[config.mk]
export PLATFORM = sky130hd
export DESIGN_NAME = qphase_divider
export DESIGN_NICKNAME = d
export VERILOG_FILES = /design/src/rtl/qdiv_pkg.sv /design/src/rtl/qphase_sel.sv /design/src/rtl/swallow_ctrl.sv /design/src/rtl/chain_div.sv /design/src/rtl/qphase_divider.sv
export SDC_FILE = /design/constraint.sdc
export NUM_CORES = 1
export LEC_CHECK = 0
export ABC_AREA = 1
export BUFFER_PORTS_ARGS = -buffer_cell sky130_fd_sc_hd__buf_2
export CAP_MARGIN = 20
export CORE_MARGIN = 2
export CORE_UTILIZATION = 42
export CTS_CLUSTER_SIZE = 40
export DETAILED_ROUTE_END_ITERATION = 8
export GPL_TIMING_DRIVEN = 0
export PLACE_DENSITY = 0.69
export REMOVE_ABC_BUFFERS = 1
export SYNTH_ARGS = -nofsm -noshare
export SYNTH_HDL_FRONTEND = slang
export SYNTH_SLANG_ARGS = --single-unit
export TNS_END_PERCENT = 20
[constraint.sdc]
create_clock -name clk_fin -period 2 [get_ports clk_fin]
set_input_delay 0.1 -clock clk_fin [delete_from_list [all_inputs] [get_ports clk_fin]]
set_output_delay 0.1 -clock clk_fin [all_outputs]
set_load 0.005 [all_outputs]
[src/rtl/qdiv_pkg.sv]
package qdiv_pkg;
  localparam int unsigned RATIO_W   = 8;
  localparam int unsigned NUM_DIV3  = 3;
  localparam int unsigned K_MIN     = 4;
  localparam int unsigned K_MAX     = 8;
  localparam int unsigned N_CHAIN   = 2 * (3 ** NUM_DIV3);
  localparam int unsigned BASE_DIV  = 4 * N_CHAIN;
endpackage

[src/rtl/qphase_sel.sv]
module qphase_sel (
  input  logic clk,
  input  logic rst_n,
  input  logic adv_req_i,
  output logic tick_o
);
  logic [1:0] john;
  logic [3:0] ph;
  logic [1:0] sel;
  logic       mux_r;
  logic       mux_d;
  logic       both_hi;
  logic       adv;

  // quadrature phases decoded from the Johnson state 00,01,11,10
  assign ph      = {~john[0], john[1], john[0], ~john[1]};
  // retimer: a move is allowed only while old and next phase are high
  assign both_hi = ph[sel] & ph[sel + 2'd1];
  assign adv     = adv_req_i & both_hi;

  always_ff @(posedge clk or negedge rst_n) begin
    if (!rst_n) begin
      john  <= 2'b00;
      sel   <= 2'd0;
      mux_r <= 1'b0;
      mux_d <= 1'b0;
    end else begin
      john  <= {john[0], ~john[1]};
      if (adv) sel <= sel + 2'd1;
      mux_r <= ph[sel];
      mux_d <= mux_r;
    end
  end

  assign tick_o = mux_r & ~mux_d;

  AST_SEL_STEP: assert property (@(posedge clk) disable iff (!rst_n)
    (sel != $past(sel)) |-> (sel == $past(sel) + 2'd1));
  AST_MUX_HIGH_MIN: assert property (@(posedge clk) disable iff (!rst_n)
    $fell(mux_r) |-> $past(mux_r, 2));
  AST_MUX_LOW_MIN: assert property (@(posedge clk) disable iff (!rst_n)
    $rose(mux_r) |-> !$past(mux_r, 2));
  AST_REQ_ALIGNED: assert property (@(posedge clk) disable iff (!rst_n)
    adv_req_i |-> tick_o);
endmodule

[src/rtl/swallow_ctrl.sv]
module swallow_ctrl
  import qdiv_pkg::*;
#(
  parameter int unsigned RW   = RATIO_W,
  parameter int unsigned KLO  = K_MIN,
  parameter int unsigned KHI  = K_MAX,
  parameter int unsigned BASE = BASE_DIV
) (
  input  logic          clk,
  input  logic          rst_n,
  input  logic [RW-1:0] ratio_i,
  input  logic          tick_i,
  input  logic          wrap_i,
  output logic          adv_req_o
);
  localparam int unsigned KW = $clog2(KHI + 1);
  localparam logic [RW-1:0] LO_CODE = RW'(BASE + KLO);
  localparam logic [RW-1:0] HI_CODE = RW'(BASE + KHI);
  localparam logic [KW-1:0] KLO_V   = KW'(KLO);
  localparam logic [KW-1:0] KHI_V   = KW'(KHI);

  logic [KW-1:0] k_dec;
  logic [KW-1:0] k_cur;
  logic [KW-1:0] sw_cnt;

  // decoder: requested ratio -> moves per output period, clamped
  always_comb begin
    if (ratio_i < LO_CODE)      k_dec = KLO_V;
    else if (ratio_i > HI_CODE) k_dec = KHI_V;
    else                        k_dec = KW'(ratio_i - LO_CODE) + KLO_V;
  end

  // pulse generator: one move request on each of the first K ticks
  assign adv_req_o = tick_i & (wrap_i | (sw_cnt < k_cur));

  always_ff @(posedge clk or negedge rst_n) begin
    if (!rst_n) begin
      k_cur  <= KLO_V;
      sw_cnt <= '0;
    end else if (wrap_i) begin
      k_cur  <= k_dec;
      sw_cnt <= KW'(1);
    end else if (adv_req_o) begin
      sw_cnt <= sw_cnt + KW'(1);
    end
  end

  AST_K_LEGAL: assert property (@(posedge clk) disable iff (!rst_n)
    (k_cur >= KLO_V) && (k_cur <= KHI_V));
  AST_SW_BOUND: assert property (@(posedge clk) disable iff (!rst_n)
    sw_cnt <= k_cur);
endmodule

[src/rtl/chain_div.sv]
module chain_div
  import qdiv_pkg::*;
#(
  parameter int unsigned STAGES3 = NUM_DIV3
) (
  input  logic clk,
  input  logic rst_n,
  input  logic tick_i,
  output logic wrap_o,
  output logic clk_o
);
  logic half;
  logic en [STAGES3+1];
  logic top_zero;

  assign en[0] = tick_i & half;

  genvar g;
  generate
    for (g = 0; g < STAGES3; g++) begin : g_div3
      logic [1:0] cnt;
      // AND gate folded into the stage input: advance only when enabled
      assign en[g+1] = en[g] & (cnt == 2'd2);
      always_ff @(posedge clk or negedge rst_n) begin
        if (!rst_n)     cnt <= 2'd0;
        else if (en[g]) cnt <= (cnt == 2'd2) ? 2'd0 : cnt + 2'd1;
      end
      AST_DIV3_RANGE: assert property (@(posedge clk) disable iff (!rst_n)
        cnt != 2'd3);
    end
  endgenerate

  assign top_zero = (g_div3[STAGES3-1].cnt == 2'd0);
  assign wrap_o   = en[STAGES3];

  always_ff @(posedge clk or negedge rst_n) begin
    if (!rst_n) begin
      half  <= 1'b0;
      clk_o <= 1'b0;
    end else begin
      if (tick_i) half <= ~half;
      if (wrap_o) clk_o <= 1'b1;
      else if (en[STAGES3-1] && top_zero) clk_o <= 1'b0;
    end
  end
endmodule

[src/rtl/qphase_divider.sv]
module qphase_divider
  import qdiv_pkg::*;
#(
  parameter int unsigned RW      = RATIO_W,
  parameter int unsigned STAGES3 = NUM_DIV3,
  parameter int unsigned KLO     = K_MIN,
  parameter int unsigned KHI     = K_MAX
) (
  input  logic          clk_fin,
  input  logic          rst_n,
  input  logic [RW-1:0] ratio_i,
  output logic          clk_o
);
  localparam int unsigned BASE = 8 * (3 ** STAGES3);

  logic tick;
  logic wrap;
  logic adv_req;

  qphase_sel u_sel (
    .clk       (clk_fin),
    .rst_n     (rst_n),
    .adv_req_i (adv_req),
    .tick_o    (tick)
  );

  swallow_ctrl #(
    .RW   (RW),
    .KLO  (KLO),
    .KHI  (KHI),
    .BASE (BASE)
  ) u_ctrl (
    .clk       (clk_fin),
    .rst_n     (rst_n),
    .ratio_i   (ratio_i),
    .tick_i    (tick),
    .wrap_i    (wrap),
    .adv_req_o (adv_req)
  );

  chain_div #(
    .STAGES3 (STAGES3)
  ) u_chain (
    .clk    (clk_fin),
    .rst_n  (rst_n),
    .tick_i (tick),
    .wrap_o (wrap),
    .clk_o  (clk_o)
  );
endmodule

==> impl_metrics.yaml <==
drt:
  drt-pass1-iter-count: 4
  via_count: 819
  dr_wl_met3_um: 57
  route.detailed.drc: 0
  ant_nets: 0
  drt-total-wl_mm: 1.78
  via_per_inst: 4.73
  routed.top_layer: "met4"
  wl_met2_um: 871
  wl_per_cell_um: 10.3
  drt_iter0_drc: 12
  wl_met1_um: 835
global_routing:
  grt_antenna_before_repair: 0
  track_usage_pct: 13.1
  grt-ovfl-total: 0
  grt_pass1_wl_mm: 3.15
  grt_pass1_vias: 760
  grt_max_degree: 23
clock_tree:
  cts_htree_levels: 1
  clock_latency_ns: 0.32
  cts_resized: 0
  path_clk_slew_ns: 0.13
  cts_tree: "done"
  cts_buffer_depth: 2
  clock_sinks: 22
  clockRootBuffer: "clkbuf_4"
  cts_inserted_buffers: 3
critical_path:
  path_common_cell: "nand2_1"
  crit_slowest_cell: "dfstp_2"
  slowest_delay_ns: 0.56
  required_ns: 2.23
  worstPathArrival_ns: 1.72
  worstPathCellList: "inv_1, ha_1, nand2_1, inv_1, nand2_1, nand2_1, nand2_4, nand2_4, nand2_1, o21ai_2"
  cp_max_fo: 7
  cp-start-kind: "register"
  worstSetupPathType: "register to register"
  end_kind: "register"
sta:
  finalClockSkew_ns: 0.0144
  finalCritPeriodShare_pct: 75.0
  drv_slew: 0
  setup_viol: 0
  fmax_ghz: 0.667
  slew_headroom_pct: 67.5
  worst-slew-pin-transition_ns: 0.488
  finalCriticalPeriod_ns: 1.50
  rsz0062_at_grt: "false"
  hold_viol: 0
  setup-tns-final_ns: 0
layout:
  finish.net_count: 158
  drive_above_1_share_pct: 17.5
  diodes: 0
  syn2layout_area_growth_pct: 14.5
  final_cell_mix: "nand2_1 (30), inv_1 (21), dfrtp_1 (21)"
  layout_commonest_cell: "nand2_1"
yosys:
  synth-simple-area-share_pct: 25.8
  ys_seq_area_share_pct: 49.9
  synth_mux_area_share_pct: 0
  synthAdderAreaFrac_pct: 4.52
  synth.cell_area_um2: 1110
  synth_compound_area_share_pct: 9.16
  synthDominantCellAreaShare_pct: 47.5
  synth_xor_area_share_pct: 3.17
  yosys_warnings: 0
  ys_types: 19
  ys_ff_latch: 22
  synth.area.top_cells: "dfrtp_1 (48%), nand2_1 (10%), inv_1 (7.1%)"
  synth_cells: 127
  synth_area_leader_cell: "dfrtp_1"
  synth_top_family_by_area: "simple AND/OR/NAND/NOR gates"
  synth_area_per_cell_um2: 8.71
placement:
  dp_hpwl_mm: 1.34
  place_congestion: 0.706
  io_buffers: 10
run_status:
  outcome: "complete, no violations"
power_and_ir_drop:
  ir_drop_v: 0.000559
  power_leakage_nw: 0.663
  powerDensity_nw_per_um2: 640
  power_uw: 810
die:
  start_util_pct: 44.6
  dieArea_um2: 3060
  dieWidth_um: 55.3
  die_h_um: 55.3
  core-area_um2: 2480
  num_io_pins: 11
  rows: 18
min_path:
  hp-class: "primary input to register"
run:
  cap_violations: 0
## worst max-delay path: cells and delay by family, from the launching register on
kind                       cells  cell delay (ns)
AOI/OAI and AO/OA              1             0.06
adders and majority gates      1             0.26
buffers and inverters          2             0.07
DFF                            1             0.56
and+or+nand+nor                6             0.45
## path summary, 6_finish.rpt
check	start	end	slack, ns	depth (start not counted)
setup / recovery	u_ctrl.k_cur[2]	u_ctrl.sw_cnt[2]	0.50	10
hold / removal	ratio_i[0]	u_ctrl.k_cur[0]	0.04	3
setup reg to reg	u_ctrl.k_cur[2]	u_ctrl.sw_cnt[2]	0.50	10
hold reg to reg	u_sel.john[0]	u_sel.john[1]	0.40	0
max in group asynchronous	rst_n	u_ctrl.k_cur[2]	1.39	2
min in group asynchronous	rst_n	u_chain.clk_o	0.25	2
## cell families after synthesis
| kind of cell | after synthesis |
|---|---|
| xor+xnor | 4 |
| simple gates | 58 |
| compound gates | 17 |
| buf+inv | 22 |
| flops | 22 |
| fa+ha+maj | 4 |
## power breakdown
group	switching, mW	internal [mW]	leakage (nW)
combinational	0.0129	0.00973	0.382
sequential	0	0.445	0.253
clock	0.140	0.203	0.0279
## Yosys cell counts, drive strengths merged
master / number
xor2: 4
o21a: 2
ha: 4
nor2: 8
nand2: 33
a21oi: 2
nand3: 14
inv: 22
nand4: 3
dfrtp: 21
dfstp: 1
o21ai: 13
## cell type report
class	count	area (µm²)
fillers	233	1210
inverters	22	82.6
flip-flops and latches	22	552
clock inverters	1	30.0
clock buffers	3	22.5
multi-input cells	83	472
repair buffers	12	70.1
well taps	30	37.5
## repair_timing
item,4_1_cts,5_1_grt
buffers inserted,0,0
endpoints found under the hold margin,22,0
hold buffers,2,0
## sequential cells by signal, summed over array words and instances, names as in the netlist
| name | count |
|---|---|
| u_chain.clk_o | 1 |
| u_chain.g_div3.cnt | 6 |
| u_chain.half | 1 |
| u_ctrl.k_cur | 4 |
| u_ctrl.sw_cnt | 4 |
| u_sel.john | 2 |
| u_sel.mux_d | 1 |
| u_sel.mux_r | 1 |
| u_sel.sel | 2 |
## stage by stage
step	utilization, %	setup slack [ns]	std cells	instance area [µm²]	hold slack [ns]
floorplan	-	0.609	127	1110	-0.196
global placement	48.2	0.551	167	1190	0.0893
detailed placement	48.2	0.507	167	1190	0.0915
CTS	51.1	0.489	173	1270	0.0330
global route	51.1	0.384	173	1270	0.0444
finish	51.1	0.501	173	1270	0.0426
## per-layer routing
layer  global-route usage, %  vias to the layer above
li1                        -                      437
met1                    15.7                      373
met2                    21.4                        7
met3                    5.15                        2
met4                    4.53                        0
met5                       0                        -
Power figures use the tool's default switching activity.
